**src/rtl/da_fir_pkg.sv**
```systemverilog
`timescale 1ns/1ps
// Package: shared types for the distributed-arithmetic FIR filter.
// Assumes: nothing; it holds only the sequencing state encoding.
package da_fir_pkg;
    typedef enum logic {
        ST_IDLE = 1'b0,
        ST_RUN  = 1'b1
    } da_state_t;
endpackage

```
**src/rtl/da_fir_tapline.sv**
```systemverilog
`timescale 1ns/1ps
// Module: tap delay line plus one parallel-to-serial shifter per tap.
// On load the line advances by one sample and every shifter takes a copy
// of its tap's new value. On step each shifter moves right by one bit, so
// bit k of the sample sits on serial_bits[tap] in the k-th step cycle.
// Assumes: load and step are never high together.
module da_fir_tapline #(
    parameter int NTAPS = 8,
    parameter int DW    = 8
) (
    input  logic             clk,
    input  logic             rst_n,
    input  logic             load,
    input  logic             step,
    input  logic [DW-1:0]    sample_in,
    output logic [NTAPS-1:0] serial_bits,
    output logic [DW-1:0]    newest
);
    logic [DW-1:0] line [NTAPS];
    logic [DW-1:0] ser  [NTAPS];

    for (genvar k = 0; k < NTAPS; k++) begin : g_tap
        logic [DW-1:0] feed;
        if (k == 0) begin : g_head
            assign feed = sample_in;
        end else begin : g_body
            assign feed = line[k-1];
        end

        // Delay-line stage k: advances only when a sample is accepted.
        always_ff @(posedge clk) begin
            if (!rst_n)       line[k] <= '0;
            else if (load)    line[k] <= feed;
        end

        // Serializer k: loads the stage's new value, then shifts LSB first.
        always_ff @(posedge clk) begin
            if (!rst_n)       ser[k] <= '0;
            else if (load)    ser[k] <= feed;
            else if (step)    ser[k] <= {1'b0, ser[k][DW-1:1]};
        end

        assign serial_bits[k] = ser[k][0];
    end

    assign newest = line[0];
endmodule

```
**src/rtl/da_fir_pptable.sv**
```systemverilog
`timescale 1ns/1ps
// Module: partial-product table for one group of K taps.
// Entry a holds the sum of the coefficients whose bit in a is set. Entry 0
// is therefore zero. Contents are computed at elaboration from GCOEF.
// Assumes: K is small (2^K entries); coefficient j sits in GCOEF[j*CW +: CW].
module da_fir_pptable #(
    parameter int              K     = 4,
    parameter int              CW    = 8,
    parameter logic [K*CW-1:0] GCOEF = '0,
    localparam int             TW    = CW + $clog2(K),
    localparam int             SIZE  = 2 ** K
) (
    input  logic [K-1:0]          addr,
    output logic signed [TW-1:0]  pp
);
    function automatic logic signed [TW-1:0] entry_sum(input int a);
        logic signed [TW-1:0] s;
        logic signed [CW-1:0] c;
        s = '0;
        for (int j = 0; j < K; j++) begin
            c = GCOEF[j*CW +: CW];
            if (a[j]) s = s + TW'(c);
        end
        return s;
    endfunction

    logic signed [TW-1:0] rom [SIZE];

    for (genvar a = 0; a < SIZE; a++) begin : g_rom
        localparam logic signed [TW-1:0] ENT = entry_sum(a);
        assign rom[a] = ENT;
    end

    // Table read: one entry per cycle, purely combinational.
    always_comb pp = rom[addr];
endmodule

```
**src/rtl/da_fir_accum.sv**
```systemverilog
`timescale 1ns/1ps
// Module: shift-and-add scaling accumulator for LSB-first partial products.
// Each step adds the partial product to the high word (or subtracts it on
// the sign cycle) and shifts one bit right into the low word, so no bits
// are lost. total shows the full-precision value this step would produce.
// Assumes: clear precedes the first step of a result; exactly DW steps.
module da_fir_accum #(
    parameter int  DW = 8,
    parameter int  PW = 11,
    localparam int RW = PW + 1 + DW
) (
    input  logic                 clk,
    input  logic                 rst_n,
    input  logic                 clear,
    input  logic                 step,
    input  logic                 sign_cyc,
    input  logic signed [PW-1:0] pp,
    output logic [RW-1:0]        total
);
    logic signed [PW:0]   hi;
    logic [DW-1:0]        lo;
    logic signed [PW+1:0] pp_x;
    logic signed [PW+1:0] t;

    // Add or subtract the weighted partial product.
    always_comb begin
        pp_x  = (PW+2)'(pp);
        t     = (PW+2)'(hi) + (sign_cyc ? -pp_x : pp_x);
        total = {t[PW+1:1], t[0], lo[DW-1:1]};
    end

    // Running value: arithmetic right shift of the sum, low bit saved.
    always_ff @(posedge clk) begin
        if (!rst_n || clear) begin
            hi <= '0;
            lo <= '0;
        end else if (step) begin
            hi <= t[PW+1:1];
            lo <= {t[0], lo[DW-1:1]};
        end
    end
endmodule

```
**src/rtl/da_fir_filter.sv**
```systemverilog
`timescale 1ns/1ps
// Module: top of the bit-serial distributed-arithmetic FIR filter.
// A sample is accepted when idle. Then DW cycles each form one address per
// tap group, sum the group tables in a pre-adder, and accumulate. The last
// cycle subtracts and registers the result with a done pulse.
// Assumes: NTAPS is a multiple of GRP; coefficient k in COEFFS[k*CW +: CW].
module da_fir_filter
    import da_fir_pkg::*;
#(
    parameter int                  NTAPS  = 8,
    parameter int                  GRP    = 4,
    parameter int                  DW     = 8,
    parameter int                  CW     = 8,
    parameter logic [NTAPS*CW-1:0] COEFFS = {8'd90, 8'd1, 8'hDF, 8'd50,
                                             8'd127, 8'h80, 8'd6, 8'hF9},
    localparam int                 NGRP   = NTAPS / GRP,
    localparam int                 GTW    = CW + $clog2(GRP),
    localparam int                 PW     = CW + $clog2(NTAPS),
    localparam int                 RW     = PW + 1 + DW,
    localparam int                 CNTW   = (DW > 2) ? $clog2(DW) : 1
) (
    input  logic                 clk,
    input  logic                 rst_n,
    input  logic                 in_valid,
    input  logic [DW-1:0]        in_sample,
    output logic                 out_done,
    output logic signed [RW-1:0] out_result
);
    da_state_t            state;
    logic [CNTW-1:0]      bit_cnt;
    logic                 busy, accept, last;
    logic [NTAPS-1:0]     serial_bits;
    logic [DW-1:0]        newest;
    logic signed [GTW-1:0] gpp [NGRP];
    logic signed [PW-1:0] pp_sum;
    logic [RW-1:0]        total;

    assign busy   = (state == ST_RUN);
    assign accept = in_valid && !busy;
    assign last   = busy && (bit_cnt == CNTW'(DW - 1));

    // Sequencer: idle until a sample arrives, then DW bit cycles.
    always_ff @(posedge clk) begin
        if (!rst_n) begin
            state   <= ST_IDLE;
            bit_cnt <= '0;
        end else if (accept) begin
            state   <= ST_RUN;
            bit_cnt <= '0;
        end else if (busy) begin
            bit_cnt <= bit_cnt + 1'b1;
            if (last) state <= ST_IDLE;
        end
    end

    da_fir_tapline #(.NTAPS(NTAPS), .DW(DW)) u_line (
        .clk        (clk),
        .rst_n      (rst_n),
        .load       (accept),
        .step       (busy),
        .sample_in  (in_sample),
        .serial_bits(serial_bits),
        .newest     (newest)
    );

    for (genvar g = 0; g < NGRP; g++) begin : g_grp
        da_fir_pptable #(
            .K    (GRP),
            .CW   (CW),
            .GCOEF(COEFFS[g*GRP*CW +: GRP*CW])
        ) u_tab (
            .addr(serial_bits[g*GRP +: GRP]),
            .pp  (gpp[g])
        );
    end

    // Pre-adder: joins the group table outputs of equal bit weight.
    always_comb begin
        pp_sum = '0;
        for (int g = 0; g < NGRP; g++) pp_sum = pp_sum + PW'(gpp[g]);
    end

    da_fir_accum #(.DW(DW), .PW(PW)) u_acc (
        .clk     (clk),
        .rst_n   (rst_n),
        .clear   (accept),
        .step    (busy),
        .sign_cyc(last),
        .pp      (pp_sum),
        .total   (total)
    );

    // Output register: captures the final sum and pulses done once.
    always_ff @(posedge clk) begin
        if (!rst_n) begin
            out_done   <= 1'b0;
            out_result <= '0;
        end else begin
            out_done <= last;
            if (last) out_result <= $signed(total);
        end
    end
endmodule

```
**config.mk**
```make
export PLATFORM = sky130hd
export DESIGN_NAME = da_fir_filter
export DESIGN_NICKNAME = d
export VERILOG_FILES = /design/src/rtl/da_fir_pkg.sv /design/src/rtl/da_fir_tapline.sv /design/src/rtl/da_fir_pptable.sv /design/src/rtl/da_fir_accum.sv /design/src/rtl/da_fir_filter.sv
export SDC_FILE = /design/constraint.sdc
export NUM_CORES = 1
export LEC_CHECK = 0
export ABC_CLOCK_PERIOD_IN_PS = 9500
export BUFFER_PORTS_ARGS = -buffer_cell sky130_fd_sc_hd__buf_2
export CAP_MARGIN = 15
export CORE_MARGIN = 2
export CORE_UTILIZATION = 50
export CTS_CLUSTER_DIAMETER = 100
export DETAILED_ROUTE_END_ITERATION = 16
export GPL_TIMING_DRIVEN = 0
export PLACE_DENSITY = 0.77
export SYNTH_ARGS = -nofsm -noshare
export SYNTH_HDL_FRONTEND = slang
export SYNTH_SLANG_ARGS = --single-unit
```
**constraint.sdc**
```tcl
create_clock -name clk -period 9.5 [get_ports clk]
set_input_delay 1.9 -clock clk [delete_from_list [all_inputs] [get_ports clk]]
set_output_delay 1.9 -clock clk [all_outputs]
set_load 0.01 [all_outputs]
```
==> results.tsv, run 1 <==
metric	value	unit
setup_violations	0	
status	finished clean	
core.rowCount	45	
io_pins	32	
grt.total_usage	0.188	
grt_pass1_vias	4985	
htree_levels	4	
clk_pin_slew_worst_paths	0.06	ns
crit_fanout	5	
finalHoldViolCount	0	
fin_hold_ws	0.461	ns
drv_cap	0	
fin_crit_sh	0.548	
drt_pass1_iterations	5	
yosysWarnings	0	
grt_pass1_wl	24.0	mm
rsz0062_at_grt	false	
netlist_area	0.00761	sq mm
ys_seq_elements	164	
synthArstFlopShare	0	
syn_inst	627	
synthDistinctLibCells	59	
drt-initial-drc-count	357	
worstPathRequired	9.83	ns
worst_setup_path_end_kind	flop	
r2r-start	u_line.ser[1][0]	
fin_nets	724	
maxSlewViolCount	0	
core	0.0150	sq mm
grt_max_degree	36	
synth_edf_count	120	
place_area	0.00807	sq mm
cts_buffer_depth	2	
place_hpwl	10.0	mm
final_area	0.00866	sq mm
worst_pin_slew	1.07	ns
cts.sinks	164	
start_util	0.506	
dieArea	0.0162	sq mm
syn_nets	672	
hp-class	reg -> reg	
crit_type	reg -> reg	
post_drt_via_cell_ratio	5.55	
setup_ws	4.30	ns
ys_seq_area_frac	0.589	
cp-endpoint	u_acc.hi[11]	
timing.fmax	192	MHz
avgSynthCellArea	12.1	sq um
numCtsBuffers	17	
fin_crit	5.20	ns
antenna_found_initial	0	
slew_headroom	0.288	
synth_ff_type	edfxtp_1	
drive_gt1_frac	0.116	
critical_path.startpoint	u_line.ser[1][0]	
pre_cts_ws	4.44	ns
postCtsSetupBuffers	0	
synth_top_area_share	0.474	
leakage	3.89	nW
ant_nets	0	
grt_overflow	0	
antenna_cells	0	
timing.rr.end	u_acc.hi[11]	
totalWireLength	14.5	mm
cp.arrival	5.53	ns
cts_resized	0	
p_per_area	246	mW/mm^2
ff2ff_path_depth	21	
syn2layout_area_growth	13.8	%
cts_root_buffer	clkbuf_16	
finClkSkew	0.0130	ns
cp-start-kind	flop	
synthTopCellsByArea	edfxtp_1 (47%), dfxtp_1 (12%), and2_1 (5.7%)	
dieWidth	127	um
hold_buffers	0	
cts_tree	done	
rrSetupSlack	4.30	ns
numPortBuffers	30	
vias	4873	
drc_errors	0	
clock_latency	0.42	ns
wire_per_inst	16.5	um
vdd_drop_max	0.184	mV
die_h	127	um
place.gp.congestion	0.853	
yosys.area.top_type	edfxtp_1	
## critical path: stages (launching register included)
cell	delay [ns]
edfxtp_1	0.45
inv_1	0.14
ha_1	0.27
mux2i_1	0.20
xnor2_1	0.15
fa_1	0.48
and3_1	0.18
or3_1	0.35
and2_1	0.20
a211o_1	0.30
nor2_1	0.14
nand4_1	0.16
nand2_1	0.13
xnor2_1	0.15
ha_1	0.27
a21o_1	0.18
nor3_1	0.13
o21ai_0	0.19
a41oi_1	0.48
nand3_1	0.14
mux2_1	0.32
o211ai_1	0.09
## per-stage QoR
step / util / TNS [ns] / cells / total power (W)
6_report: 0.576 / 0 / 878 / 0.00213
2_1_floorplan: - / 0 / 627 / 0.00132
5_1_grt: 0.576 / 0 / 878 / 0.00223
4_1_cts: 0.576 / 0 / 878 / 0.00213
3_5_place_dp: 0.537 / 0 / 848 / 0.00145
3_3_place_gp: 0.532 / -138.65 / 845 / 0.00142
## how the worst min path moves through the flow
stage                     end      startpoint  cells past startpoint
3_3_place_gp   out_result[13]  out_result[13]                      2
5_1_grt         out_result[3]   out_result[3]                      2
6_report       out_result[12]  out_result[12]                      2
4_1_cts        out_result[12]  out_result[12]                      2
2_1_floorplan     u_acc.hi[8]     u_acc.hi[8]                      2
3_5_place_dp      u_acc.hi[8]     u_acc.hi[8]                      2
## metal layers
metal  wire length, um  vias to the layer above  global-route usage  part of all wire
met2              7540                       76               0.326              0.52
met5                 0                        -                   0                 0
li1                  -                     2384                   -                 -
met4               224                        0              0.0705             0.015
met1              6360                     2394               0.233              0.44
met3               377                       19              0.0394             0.026
## state kept, by name, summed over array words and instances (netlist names)
signal,count
busy,1
bit_cnt,3
u_acc.lo,7
out_result,20
u_line.line,56
out_done,1
u_acc.hi,12
u_line.ser,64
## cells in the mapped netlist (3+ instances only)
cell type,number
and3_1,3
edfxtp_1,120
a21oi_1,14
a21boi_0,15
xnor2_1,14
dfxtp_1,44
mux2i_1,5
clkbuf_1,28
and2_1,69
nand2_1,58
nor2_1,18
inv_1,21
xor2_1,10
or2_2,5
o211ai_1,5
or3_1,3
o21ai_0,22
nand3_1,8
a22o_1,23
ha_1,32
a21o_1,57
nor3_1,7
o21bai_1,3
## kinds of logic (layout without fill, tap and decap cells)
logic type               Yosys count  count (layout)  synth area share
buffers and inverters             50             113            0.0247
adder cells (fa/ha/maj)           34              34            0.0579
XOR/XNOR                          25              25            0.0306
flip-flops                       164             164             0.589
multiplexers                       6               6           0.00806
AO/OA/AOI/OAI                    165             165             0.165
AND/OR/NAND/NOR                  183             183             0.125
## cell type report
class | count | area (sq um)
Multi-Input combinational cell | 413 | 2950
Inverter | 21 | 78.8
Timing Repair Buffer | 33 | 218
Clock buffer | 19 | 433
Clock inverter | 11 | 150
Sequential cell | 164 | 4480
Fill cell | 1175 | 6380
Tap cell | 188 | 235
Buffer | 29 | 109
## power breakdown
part | internal [W] | switching [W]
Clock | 0.000413 | 0.000273
Sequential | 0.000846 | 0.0000293
Combinational | 0.000230 | 0.000339
## placed cells by master, fill, tap and decap left out, drive strengths merged, types with 14 or more instances in the layout
master / n
edfxtp: 120
and2: 70
nand2: 58
a21o: 57
clkbuf: 47
dfxtp: 44
buf: 34
ha: 32
inv: 25
o21ai: 24
a22o: 23
nor2: 19
a21oi: 16
a21boi: 15
xnor2: 14
Note: power is estimated with default switching activity, not from simulation.
==> run 2: changes to the inputs <==
- ABC_AREA: unset -> 1
- ABC_CLOCK_PERIOD_IN_PS: 9500 -> 4800
- clock period: 9.5 -> 4.8 ns (I/O delays scaled with it)
==> run 2 against run 1 <==
  * Cell count is 24% higher
  * Setup slack worse by 3.8 ns
  * Clock skew is 0.0040 ns lower
  * Sequential power is 98% higher
  * Clock-buffer cell count is 1 lower
  * Hold slack worse by 0.0036 ns
  * Sequential share of layout area is 0.89 points lower
  * Fmax is 21% higher
  * Wire length is 4.5% higher
  * Critical path type unchanged
  * Largest cell class unchanged
  * Highest routed layer unchanged
==> results.tsv, run 2 <==
metric	value	unit	change
holdCritStartpoint	u_acc.lo[1]		
cp.arrival	4.61	ns	-0.92 ns
syn_nets	880		+31%
crit_type	reg -> reg		
avgSynthCellArea	9.33	sq um	-23%
whs_path_depth	2		unchanged
cp-start-kind	flop		
clock_latency	0.42	ns	about the same
drt-initial-drc-count	333		-6.7%
top_register	u_line.ser		
grt.total_usage	0.195		+0.00685
start_util	0.513		+0.00639
worst_pin_slew	0.713	ns	-0.354 ns
ys_seq_elements	164		unchanged
pwr-share-seq	0.416		+0.005
status	finished clean		
postCtsSetupBuffers	0		unchanged
crit_fanout	5		unchanged
antenna_cells	0		unchanged
drt_pass1_iterations	5		unchanged
cts_root_buffer	clkbuf_16		
netlist_area	0.00779	sq mm	+2.4%
fin_crit	4.30	ns	-0.903 ns
largest_register_ffs	64		unchanged
totalWireLength	15.2	mm	+4.5%
finalSetupTns	0	ns	unchanged
reg_top3	u_line.ser: 64 flops, u_line.line: 56 flops, out_result: 20 flops		
clk_pin_slew_worst_paths	0.06	ns	about the same
fin_nets	931		+29%
grt_pass1_vias	5560		+12%
rrSetupSlack	0.50	ns	-3.80 ns
syn2layout_area_growth	13.0	%	
power_frac_comb	0.255		-0.012
synthDistinctLibCells	34		-42%
wire_per_inst	13.9	um	-16%
final_cell_mix	nand2_1 (144), inv_1 (129), edfxtp_1 (120), nor2_1 (99), o21ai_0 (86)		
worstPathRequired	5.11	ns	-4.72 ns
cts_buffer_depth	2		unchanged
core	0.0152	sq mm	+1.1%
swShare	0.312		+0.0109
final_area	0.00881	sq mm	+1.7%
ant_nets	0		unchanged
numPortBuffers	30		unchanged
hp-class	reg -> reg		
post_drt_via_cell_ratio	5.21		-6.2%
setup_violations	0		unchanged
grt_overflow	0		unchanged
r2r-start	u_line.ser[1][8]		
core.rowCount	45		unchanged
ff2ff_path_depth	23		+9.5%
syn_inst	835		+33%
synth_top_area_share	0.462		-0.0111
dieArea	0.0166	sq mm	+2.3%
worst_setup_path_end_kind	flop		
synthTopCellsByArea	edfxtp_1 (46%), dfxtp_1 (11%), nand2_1 (7.0%)		
fin_crit_sh	0.896		+0.348
finalHoldViolCount	0		unchanged
internal-power	0.00286	W	+92%
slew_headroom	0.525		+0.237
layout_commonest_cell	nand2_1		
finClkSkew	0.00899	ns	-0.00397 ns
antenna_found_initial	0		unchanged
dieWidth	129	um	+1.2%
grt_max_degree	42		+17%
yosys.area.top_type	edfxtp_1		
synth_edf_count	120		unchanged
io_pins	32		unchanged
htree_levels	4		unchanged
cts_resized	0		unchanged
timing.rr.end	out_result[17]		
synth_commonest_cells	nand2_1 (145), inv_1 (130), edfxtp_1 (120)		
cts.sinks	164		unchanged
maxSlewViolCount	0		unchanged
synth_ff_type	edfxtp_1		
p_per_area	472	mW/mm^2	+92%
cts_tree	done		
power.share.clock	0.329		+0.007
hold_buffers	0		unchanged
vdd_drop_max	0.373	mV	+100%
yosysWarnings	0		unchanged
drv_cap	0		unchanged
place.gp.congestion	0.888		+4.1%
drc_errors	0		unchanged
rsz0062_at_grt	false		
min_to	out_result[0]		
timing.fmax	233	MHz	+21%
place_area	0.00822	sq mm	+1.8%
leakage	3.88	nW	-0.17%
numCtsBuffers	17		unchanged
grt_pass1_wl	25.4	mm	+5.8%
place_hpwl	10.4	mm	+3.6%
ys_seq_area_frac	0.575		-0.0138
die_h	129	um	+1.2%
vias	5658		+16%
synthArstFlopShare	0		unchanged
power_switching	0.00130	W	+100%
yosysMostFrequentCell	nand2_1		
drive_gt1_frac	0.103		-0.0125
==> run 2: cell types whose count changed in the layout (fill, tap and decap cells not counted), moves of 8 or more <==
cell / change
a21boi_0: -15
inv_1: +109
a21oi_1: +10
nor2_1: +81
and2_1: -69
nand2_1: +86
o21ai_0: +65
nand2_2: +11
a22o_1: -23
a21o_1: -54
nand3_1: +36
xnor2_1: -8
==> run 2: cell families after synthesis <==
group           count (synthesis)  share of synthesized area
simple gates                  314                      0.168
compound gates                139                     0.0967
fa+ha+maj                      34                     0.0565
flops                         164                      0.575
buf+inv                       165                     0.0817
xor+xnor                       19                     0.0214
==> run 2: power groups by stage <==
stage | registers [W] | clock network, W | logic (W)
floorplan | 0.00174 | 0 | 0.000827
global placement | 0.00176 | 0 | 0.00102
detailed placement | 0.00176 | 0 | 0.00105
CTS | 0.00173 | 0.00138 | 0.00106
global route | 0.00174 | 0.00144 | 0.00120
finish | 0.00173 | 0.00137 | 0.00106
==> run 2: worst max-delay path by stage <==
stage | from | to | slack, ns | cells past startpoint
global route | u_line.ser[0][0] | out_result[17] | 0.11 | 27
floorplan | u_line.ser[1][8] | out_result[17] | 0.99 | 23
detailed placement | u_line.ser[1][8] | out_result[17] | 0.51 | 23
finish | u_line.ser[1][8] | out_result[17] | 0.50 | 23
global placement | rst_n | u_line.ser[0][4] | 0.22 | 5
CTS | u_line.ser[1][8] | out_result[17] | 0.49 | 23
==> run 2: per-stage QoR <==
stage	utilization	power [W]	setup slack [ns]	std cells	hold WS, ns
2_1_floorplan	-	0.00257	0.988	835	0.430
3_3_place_gp	0.538	0.00278	0.217	1053	0.444
3_5_place_dp	0.541	0.00280	0.506	1055	0.453
4_1_cts	0.579	0.00417	0.491	1087	0.461
5_1_grt	0.579	0.00439	0.112	1087	0.487
6_report	0.579	0.00416	0.500	1087	0.457
==> run 2: layout make-up <==
type	count	area, sq um
Buffer	30	130
Clock buffer	18	429
Clock inverter	14	159
Fill cell	1277	6390
Inverter	135	507
Multi-Input combinational cell	506	2670
Sequential cell	164	4480
Tap cell	188	235
Timing Repair Buffer	32	190
==> run 2: routing by layer <==
layer,vias up,GRT usage,wire [um],share of wire
met2,123,0.347,7700,0.51
met4,0,0.0671,285,0.019
met1,2670,0.233,6570,0.43
met3,27,0.0441,599,0.040
li1,2838,-,-,-
met5,-,0,0,0
==> run 2: critical path: stages (launching register included) <==
cell and delay [ns]:
edfxtp_1 0.46, inv_1 0.11, ha_1 0.25, nand2_1 0.08, nand2_1 0.06, xor2_1 0.19, fa_1 0.49, nand2_1 0.10
inv_2 0.03, nor2_2 0.14, nor3_1 0.08, or2_2 0.28, xor2_1 0.15, ha_1 0.35, a21o_1 0.20, a31oi_1 0.30
inv_1 0.11, a21oi_1 0.25, inv_1 0.09, a21oi_2 0.13, or2_2 0.13, nand3_1 0.07, o211ai_1 0.08, inv_1 0.05
==> run 3: changes to the inputs <==
- PLACE_DENSITY: 0.77 -> 0.69
==> run 3 against run 2 <==
  * Wire length fell by 0.19%
  * Non-clock buffer count did not move
  * Sequential share of layout area rose by 0.27 points
  * Total power fell by 2.2%
  * Fmax fell by 0.36%
  * Clock power fell by 7%
  * Combinational power barely moved
  * Core utilization fell by 0.30 points
  * Via count fell by 1.6%
  * Largest cell class unchanged
==> results.tsv, run 3 (same netlist as run 2, synthesis figures left out) <==
metric	value	unit	change
ant_nets	0		unchanged
grt_pass1_vias	5456		-1.9%
drive_gt1_frac	0.103		unchanged
final_cell_mix	nand2_1 (144), inv_1 (129), edfxtp_1 (120), nor2_1 (99), o21ai_0 (86)		
p_per_area	464	mW/mm^2	-1.7%
worst_pin_slew	0.700	ns	-0.0123 ns
start_util	0.513		unchanged
setup_ws	0.484	ns	-0.0153 ns
layout_commonest_cell	nand2_1		
finClkSkew	0.0150	ns	+0.00600 ns
rsz0062_at_grt	false		
vdd_drop_max	0.275	mV	-26%
cpMaxStageDelayCell	o21ai_0		
fin_crit_sh	0.899		+0.00320
cts_root_buffer	clkbuf_16		
place_hpwl	10.5	mm	+0.88%
final_area	0.00876	sq mm	-0.53%
postCtsSetupBuffers	0		unchanged
nFillCells	1395		+9.2%
cpMostUsedCell	nand2_1		
clk_pin_slew_worst_paths	0.06	ns	about the same
reg_top3	u_line.ser: 64 flops, u_line.line: 56 flops, out_result: 20 flops		
fin_crit	4.32	ns	+0.0153 ns
dieWidth	129	um	unchanged
wire_per_inst	13.9	um	-0.19%
numCtsBuffers	17		unchanged
critPathBufInv	4		-1
core.rowCount	45		unchanged
rrSetupSlack	0.48	ns	-0.02 ns
numPortBuffers	30		unchanged
finalHoldViolCount	0		unchanged
fin_nets	931		unchanged
cp.depth	25		+8.7%
ff2ff_path_depth	25		+8.7%
cpLargestDelayFamily	simple AND/OR/NAND/NOR gates		
clock_latency	0.43	ns	about the same
hold_buffers	0		unchanged
totalWireLength	15.1	mm	-0.19%
cts_tree	done		
worstPathRequired	5.17	ns	+0.06 ns
pre_cts_ws	0.480	ns	-0.0264 ns
drt-initial-drc-count	425		+28%
maxSlewViolCount	0		unchanged
syn2layout_area_growth	12.4	%	
finalSetupTns	0	ns	unchanged
largest_register_ffs	64		unchanged
timing.fmax	232	MHz	-0.36%
grt_max_degree	42		unchanged
crit_fanout	6		+1
antenna_cells	0		unchanged
core	0.0152	sq mm	unchanged
worst_setup_path_end_kind	flop		
leakage	3.86	nW	-0.55%
cp-endpoint	out_result[18]		
drv_cap	0		unchanged
critical_path.startpoint	u_line.ser[0][0]		
drc_errors	0		unchanged
place.gp.congestion	0.900		+1.4%
crit_type	reg -> reg		
die_h	129	um	unchanged
htree_levels	4		unchanged
cp.arrival	4.69	ns	+0.08 ns
setup_violations	0		unchanged
fin_hold_ws	0.465	ns	+0.00836 ns
dieArea	0.0166	sq mm	unchanged
max_stage_delay	0.52	ns	+0.03 ns
grt.total_usage	0.199		+0.00385
timing.rr.end	out_result[18]		
hp-class	reg -> reg		
grt_overflow	0		unchanged
vias	5567		-1.6%
post_drt_via_cell_ratio	5.12		-1.6%
slew_headroom	0.532		+0.00706
grt_pass1_wl	25.6	mm	+0.90%
cp-start-kind	flop		
cts.sinks	164		unchanged
io_pins	32		unchanged
r2r-start	u_line.ser[0][0]		
drt_pass1_iterations	5		unchanged
cts_resized	0		unchanged
status	finished clean		
top_register	u_line.ser		
antenna_found_initial	0		unchanged
cts_buffer_depth	2		unchanged
place_area	0.00822	sq mm	unchanged
[run 3: cell types whose count changed in the layout (fill, tap and decap cells not counted)]
cell       before  now
clkbuf_1       26   29
clkinv_4        1    2
clkinv_1        5    2
bufinv_16       3    1
clkinv_2        1    2
[run 3: power breakdown]
group	switching (W)	internal (W)	leakage (nW)	total (W)
Clock	0.000555	0.000716	0.263	0.00127
Combinational	0.000700	0.000369	1.92	0.00107
Sequential	0.0000533	0.00167	1.68	0.00173
Total	0.00131	0.00276	3.86	0.00407
[run 3: worst min path at each step]
stage                startpoint            end  depth (start not counted)
global route        u_acc.hi[5]    u_acc.hi[5]                          2
global placement    u_acc.lo[1]  out_result[0]                          2
floorplan           u_acc.lo[1]  out_result[0]                          2
CTS                 u_acc.lo[1]  out_result[0]                          2
finish              u_acc.lo[1]  out_result[0]                          2
detailed placement  u_acc.lo[1]  out_result[0]                          2
[run 3: per-stage QoR]
step           std cells  utilization  total power, W
3_5_place_dp        1055        0.541         0.00282
6_report            1087        0.576         0.00407
2_1_floorplan        835            -         0.00257
3_3_place_gp        1053        0.538         0.00280
4_1_cts             1087        0.576         0.00409
5_1_grt             1087        0.576         0.00430
[run 3: worst min-delay path, delay by kind of cell (launching register included)]
kind,cells,cell delay (ns)
flip-flops,1,0.30
AO/OA/AOI/OAI,1,0.06
buffers and inverters,1,0.06
[run 3: final cells by class]
type | count | area [sq um] | area share
inverters | 135 | 507 | 0.0578
plain buffers | 30 | 130 | 0.0149
repair buffers | 32 | 190 | 0.0217
clock buffers | 21 | 440 | 0.0503
flip-flops and latches | 164 | 4480 | 0.512
multi-input cells | 506 | 2670 | 0.305
clock inverters | 11 | 101 | 0.0116
well taps | 188 | 235 | 0.0268
[run 3: metal layers]
| layer | global-route usage | vias up | wire [um] |
|---|---|---|---|
| met4 | 0.0767 | 0 | 288 |
| met5 | 0 | - | 0 |
| met1 | 0.245 | 2623 | 6920 |
| met3 | 0.0416 | 20 | 492 |
| met2 | 0.344 | 91 | 7430 |
| li1 | - | 2833 | - |
